## config.mk

```make
export PLATFORM = sky130hd
export DESIGN_NAME = sync_char_rx
export DESIGN_NICKNAME = d
export VERILOG_FILES = /design/src/rtl/scr_pkg.sv /design/src/rtl/sc_edge.sv /design/src/rtl/sc_framer.sv /design/src/rtl/sc_hold.sv /design/src/rtl/sync_char_rx.sv
export SDC_FILE = /design/constraint.sdc
export NUM_CORES = 1
export LEC_CHECK = 0
export BUFFER_PORTS_ARGS = -buffer_cell sky130_fd_sc_hd__clkbuf_2
export CAP_MARGIN = 20
export CELL_PAD_IN_SITES_DETAIL_PLACEMENT = 1
export CELL_PAD_IN_SITES_GLOBAL_PLACEMENT = 1
export CORE_MARGIN = 2
export CORE_UTILIZATION = 46
export DETAILED_ROUTE_END_ITERATION = 10
export PLACE_DENSITY_LB_ADDON = 0.1
export REMOVE_ABC_BUFFERS = 1
export SKIP_LAST_GASP = 1
export SLEW_MARGIN = 20
export SYNTH_ARGS = -nofsm -noshare
export SYNTH_HDL_FRONTEND = slang
export SYNTH_SLANG_ARGS = --single-unit
```

## constraint.sdc

```tcl
create_clock -name clk -period 4.4 [get_ports clk]
set_input_delay 0.44 -clock clk [delete_from_list [all_inputs] [get_ports clk]]
set_output_delay 0.44 -clock clk [all_outputs]
set_load 0.02 [all_outputs]
```

## src/rtl/scr_pkg.sv

```systemverilog
package scr_pkg;
  typedef enum logic [1:0] {
    ST_OFF,
    ST_HUNT,
    ST_WAIT2,
    ST_SYNC
  } rx_state_e;
endpackage

```

## src/rtl/sc_edge.sv

```systemverilog
// Rising-edge detectors for a bundle of slow inputs sampled on clk.
module sc_edge #(
  parameter int W = 3
) (
  input  logic         clk,
  input  logic         rst_n,
  input  logic [W-1:0] d,
  output logic [W-1:0] rise
);
  logic [W-1:0] q;

  for (genvar g = 0; g < W; g++) begin : g_bit
    always_ff @(posedge clk) begin
      if (!rst_n) q[g] <= 1'b0;
      else        q[g] <= d[g];
    end
    assign rise[g] = d[g] & ~q[g];
  end
endmodule

```

## src/rtl/sc_framer.sv

```systemverilog
// Hunt, SYN checking and character assembly; emits one-cycle events.
module sc_framer
  import scr_pkg::*;
#(
  parameter int CHAR_W  = 8,
  parameter int LEN_W   = 2,
  parameter int MIN_LEN = 5
) (
  input  logic              clk,
  input  logic              rst_n,
  input  logic              bit_tick,
  input  logic              rxd,
  input  logic              rx_en,
  input  logic              en_rise,
  input  logic [LEN_W-1:0]  char_len,
  input  logic              dbl_syn,
  input  logic              strip_syn,
  input  logic [CHAR_W-1:0] syn1,
  input  logic [CHAR_W-1:0] syn2,
  input  logic              ext_sel,
  input  logic              ext_rise,
  output logic              char_ev,
  output logic [CHAR_W-1:0] char_data,
  output logic              syn_ev
);
  localparam int CNT_W = $clog2(CHAR_W + 1);
  localparam logic [CNT_W-1:0] CW = CNT_W'(CHAR_W);

  rx_state_e         st, st_d;
  logic [CHAR_W-1:0] sh, sh_d, sh_nx, cur, msk, s1m, s2m, data_d;
  logic [CNT_W-1:0]  cnt, cnt_d, cnt_inc, need;
  logic              pend, pend_d, arm, jam, full, cev_d, sev_d, is1, is2;

  assign need    = CNT_W'(char_len) + CNT_W'(MIN_LEN);
  assign sh_nx   = {rxd, sh[CHAR_W-1:1]};
  assign cur     = sh_nx >> (CW - need);
  assign msk     = {CHAR_W{1'b1}} >> (CW - need);
  assign s1m     = syn1 & msk;
  assign s2m     = syn2 & msk;
  assign cnt_inc = cnt + CNT_W'(1);
  assign full    = cnt_inc >= need;
  assign is1     = cur == s1m;
  assign is2     = pend && (cur == s2m);
  assign jam     = ext_sel && arm && bit_tick && (st != ST_OFF);

  always_comb begin
    st_d   = st;
    sh_d   = sh;
    cnt_d  = cnt;
    pend_d = pend;
    cev_d  = 1'b0;
    sev_d  = 1'b0;
    data_d = char_data;
    if (!rx_en) begin
      st_d = ST_OFF; cnt_d = '0; pend_d = 1'b0;
    end else if (en_rise) begin
      st_d = ST_HUNT; cnt_d = '0; pend_d = 1'b0;
    end else if (jam) begin
      st_d = ST_SYNC; sh_d = sh_nx; cnt_d = CNT_W'(1); pend_d = 1'b0; sev_d = 1'b1;
    end else if (bit_tick && st != ST_OFF) begin
      sh_d = sh_nx;
      unique case (st)
        ST_HUNT: begin
          if (!ext_sel) begin
            cnt_d = full ? need : cnt_inc;
            if (full && is1) begin
              cnt_d = '0;
              if (dbl_syn) st_d = ST_WAIT2;
              else begin st_d = ST_SYNC; sev_d = 1'b1; end
            end
          end
        end
        ST_WAIT2: begin
          cnt_d = cnt_inc;
          if (full) begin
            cnt_d = '0;
            if (cur == s2m) begin st_d = ST_SYNC; sev_d = 1'b1; end
            else st_d = ST_HUNT;
          end
        end
        default: begin
          cnt_d = cnt_inc;
          if (full) begin
            cnt_d  = '0;
            data_d = cur;
            if (ext_sel) cev_d = 1'b1;
            else if (dbl_syn) begin
              sev_d  = is2;
              pend_d = is1;
              cev_d  = !(strip_syn && (is1 || is2));
            end else begin
              sev_d = is1;
              cev_d = !(strip_syn && is1);
            end
          end
        end
      endcase
    end
  end

  always_ff @(posedge clk) begin
    if (!rst_n) begin
      st <= ST_OFF; sh <= '0; cnt <= '0; pend <= 1'b0; arm <= 1'b0;
      char_ev <= 1'b0; syn_ev <= 1'b0; char_data <= '0;
    end else begin
      st <= st_d; sh <= sh_d; cnt <= cnt_d; pend <= pend_d;
      char_ev <= cev_d; syn_ev <= sev_d; char_data <= data_d;
      if (!rx_en || en_rise)      arm <= 1'b0;
      else if (ext_sel && ext_rise) arm <= 1'b1;
      else if (jam)               arm <= 1'b0;
    end
  end

  // nothing is produced while disabled
  assert_off_silent_R1: assert property (@(posedge clk) disable iff (!rst_n)
    !rx_en |=> !char_ev);
  // hunting never hands out a character
  assert_hunt_no_char_R4: assert property (@(posedge clk) disable iff (!rst_n)
    (st == ST_HUNT || st == ST_WAIT2) |=> !char_ev);
  // bits above the character length are zero
  assert_upper_zero_R5: assert property (@(posedge clk) disable iff (!rst_n)
    $rose(char_ev) || (char_ev && $past(char_ev)) |-> (char_data >> $past(need)) == '0);
endmodule

```

## src/rtl/sc_hold.sv

```systemverilog
// Holding register with valid/ready output and sticky status flags.
module sc_hold #(
  parameter int CHAR_W = 8
) (
  input  logic              clk,
  input  logic              rst_n,
  input  logic              char_ev,
  input  logic [CHAR_W-1:0] char_data,
  input  logic              syn_ev,
  input  logic              out_ready,
  input  logic              stat_rd,
  output logic [CHAR_W-1:0] out_data,
  output logic              out_valid,
  output logic              syn_det,
  output logic              overrun
);
  always_ff @(posedge clk) begin
    if (!rst_n) begin
      out_data <= '0; out_valid <= 1'b0; syn_det <= 1'b0; overrun <= 1'b0;
    end else begin
      if (char_ev) begin
        out_data  <= char_data;
        out_valid <= 1'b1;
      end else if (out_valid && out_ready) begin
        out_valid <= 1'b0;
      end
      if (char_ev && out_valid && !out_ready) overrun <= 1'b1;
      else if (stat_rd)                       overrun <= 1'b0;
      if (syn_ev)       syn_det <= 1'b1;
      else if (stat_rd) syn_det <= 1'b0;
    end
  end

  // the sync flag only drops on a status read
  assert_syn_sticky_R8: assert property (@(posedge clk) disable iff (!rst_n)
    syn_det && !stat_rd |=> syn_det);
  // overrun only rises when a waiting character existed
  assert_overrun_cause_R9: assert property (@(posedge clk) disable iff (!rst_n)
    !overrun ##1 overrun |-> $past(out_valid));
  // an unaccepted character stays offered
  assert_valid_hold_R10: assert property (@(posedge clk) disable iff (!rst_n)
    out_valid && !out_ready |=> out_valid);
endmodule

```

## src/rtl/sync_char_rx.sv

```systemverilog
module sync_char_rx #(
  parameter int CHAR_W  = 8,
  parameter int LEN_W   = 2,
  parameter int MIN_LEN = 5
) (
  input  logic              clk,
  input  logic              rst_n,
  input  logic              rxc,
  input  logic              rxd,
  input  logic              rx_en,
  input  logic [LEN_W-1:0]  char_len,
  input  logic              dbl_syn,
  input  logic              strip_syn,
  input  logic [CHAR_W-1:0] syn1,
  input  logic [CHAR_W-1:0] syn2,
  input  logic              ext_sync_sel,
  input  logic              ext_sync,
  input  logic              out_ready,
  input  logic              stat_rd,
  output logic [CHAR_W-1:0] out_data,
  output logic              out_valid,
  output logic              syn_det,
  output logic              overrun
);
  logic [2:0]        rises;
  logic              char_ev, syn_ev;
  logic [CHAR_W-1:0] char_data;

  sc_edge #(.W(3)) i_edge (
    .clk(clk), .rst_n(rst_n), .d({ext_sync, rx_en, rxc}), .rise(rises)
  );

  sc_framer #(.CHAR_W(CHAR_W), .LEN_W(LEN_W), .MIN_LEN(MIN_LEN)) i_framer (
    .clk(clk), .rst_n(rst_n), .bit_tick(rises[0]), .rxd(rxd), .rx_en(rx_en),
    .en_rise(rises[1]), .char_len(char_len), .dbl_syn(dbl_syn),
    .strip_syn(strip_syn), .syn1(syn1), .syn2(syn2), .ext_sel(ext_sync_sel),
    .ext_rise(rises[2]), .char_ev(char_ev), .char_data(char_data), .syn_ev(syn_ev)
  );

  sc_hold #(.CHAR_W(CHAR_W)) i_hold (
    .clk(clk), .rst_n(rst_n), .char_ev(char_ev), .char_data(char_data),
    .syn_ev(syn_ev), .out_ready(out_ready), .stat_rd(stat_rd),
    .out_data(out_data), .out_valid(out_valid), .syn_det(syn_det), .overrun(overrun)
  );
endmodule

```

==> results.toml <==
[synth]
yosysMostFrequentCell = "dfxtp_1"
yosysTopAreaCell = "dfxtp_1"
syn_inst = 289
yosys.cell_types.count = 54
synth_top_area_frac = 0.302
yosys_warnings = 0
synth_common_cells = "dfxtp_1, mux2i_1, nor2b_1, nand2_1, nor2_1"
synthTopCellsByArea = "dfxtp_1, mux2i_1, nor2b_1"
yosysSeqAreaShare = 0.302
synth_edf_count = 0
synthArstFlopShare = 0
synth-main-ff-cell = "dfxtp_1"
avgSynthCellArea_um2 = 8.95
ys_seq_elements = 39
syn_area_um2 = 2590

[sta]
rsz0062_at_grt = "false"
hold_violations = 0
timing.final.crit_share = 0.739
skew_ps = 8.93
setup_tns_ps = 0
hold_ws_ps = 353
setup-violations-final = 0
fmax_mhz = 308
period_needed_ps = 3250
slew_headroom = 0.567
worst_pin_slew_ps = 649
slew_violations = 0

[layout]
syn_to_final_growth_pct = 12.9
drive_gt1_frac = 0.188
num_antenna_cells = 0
multiInputGateArea_um2 = 1700
filler_cell_count = 672
seqCellArea_um2 = 781
fin_nets = 363

[global_routing]
grt.overflow.total = 0
antenna_found_initial = 0
grt_first_pass_wirelength_um = 11300
grt_pass1_vias = 2327
grt_max_degree = 31
grt_usage = 0.229

[placement]
numPortBuffers = 39
hpwl_um = 5050
gp_congestion = 0.845

[floorplan]
io-pin-count = 40
die_w_um = 79
start_util = 0.473
core.rowCount = 27
dieArea_um2 = 6240
die_h_um = 79
design.core.area_um2 = 5470

[setup_path]
cp.required_ps = 4600
cp_max_fo = 17
startpoint_type = "input port"
arrival_ps = 3450
worstSetupPathType = "input port to flop"
critPathCaptureType = "flop"

[clock_tree]
clkTransAtPathRegs_ps = 80
cts_max_path_buffers = 2
clock-sinks = 39
cts_root_buf = "clkbuf_8"
clock_latency_ps = 300
cts_hold_buf = 0
post_cts_buffers = 0
cts_tree = "built"
h-tree-depth = 2
cts_buffers = 5
cts-resized-gates = 0

[detailed_routing]
dr.pass1.iters = 4
wl_um = 6650
post-route-drc-count = 0
drt-initial-drc-count = 80
num_vias = 2220
wire_per_inst_um = 16.7
via_per_inst = 5.59
final_antenna_net_count = 0

[run_status]
outcome = "completed"

[power]
vdd_drop_max_mv = 0.149
leakagePower_nw = 1.14
p_per_area_nw_per_um2 = 266

[job]
drv_cap = 0

[hold_path]
hp-class = "input port to flop"
[layout by cell type, fill, tap and decap left out, drive strengths merged, types with 5 or more instances in the layout]
| cell type | count |
|---|---|
| clkbuf | 44 |
| dfxtp | 39 |
| mux2i | 33 |
| nor2b | 24 |
| nand2 | 19 |
| nor2 | 18 |
| a21oi | 16 |
| xor2 | 11 |
| inv | 10 |
| ha | 10 |
| nand3 | 10 |
| xnor2 | 10 |
| o21ai | 9 |
| and2 | 8 |
| a211oi | 5 |
[worst max-delay path, stage by stage]
cell and delay (ps):
clkbuf_2 90, inv_1 160, ha_1 770, inv_1 210, ha_1 360, a211o_1 140
o21ai_0 190, a21oi_4 340, nand3_2 300, and2_1 290, o21a_1 160
[state kept, by name, indices dropped and copies added (netlist names), 2 cells and up]
register,count
i_framer.char_data,8
i_hold.out_data,8
i_framer.sh,7
i_framer.cnt,4
i_edge.q,3
i_framer.st,2
[routing by layer]
layer,vias up,wire length (µm),GRT usage
met4,0,89,0.0638
met2,52,3000,0.374
met3,7,255,0.0341
met5,-,0,0
met1,1065,3310,0.315
li1,1096,-,-
[report_power, final]
group	leakage (nW)	internal, mW	switching, mW
Sequential	0.315	0.355	0.00143
Clock	0.0581	0.169	0.138
Combinational	0.768	0.0465	0.0669
[path summary, 6_finish.rpt]
| path | start | end | slack, ps | cells past startpoint |
|---|---|---|---|---|
| min | strip_syn | i_framer.char_ev | 350 | 2 |
| min reg2reg | i_framer.syn_ev | i_hold.syn_det | 450 | 1 |
| max reg2reg | i_framer.st[0] | i_framer.char_data[5] | 1710 | 7 |
| max | char_len[0] | i_framer.char_data[5] | 1150 | 11 |
[metrics by stage]
| step | total power, mW | worst slack (ps) | instances | area (µm²) | util |
|---|---|---|---|---|---|
| 2_1_floorplan | 0.436 | 1330 | 277 | 2520 | - |
| 3_3_place_gp | 0.475 | 920 | 389 | 2810 | 0.513 |
| 3_5_place_dp | 0.477 | 824 | 389 | 2810 | 0.513 |
| 4_1_cts | 0.786 | 1140 | 397 | 2920 | 0.534 |
| 5_1_grt | 0.813 | 906 | 397 | 2920 | 0.534 |
| 6_report | 0.777 | 1150 | 397 | 2920 | 0.534 |
[layout make-up]
type,count,share of cell area
sequential,39,0.267
clock inverter,3,0.0150
inverter,10,0.0128
timing repair buffer,40,0.0694
tap,72,0.0308
clock buffer,5,0.0236
multi-input combinational,228,0.581
[cells by family after synthesis]
logic type	share of synthesized area
compound gates	0.173
xor+xnor	0.0769
fa+ha+maj	0.0484
buf+inv	0.0421
flops	0.302
mux	0.145
simple gates	0.213
(Power assumes the default switching activity.)
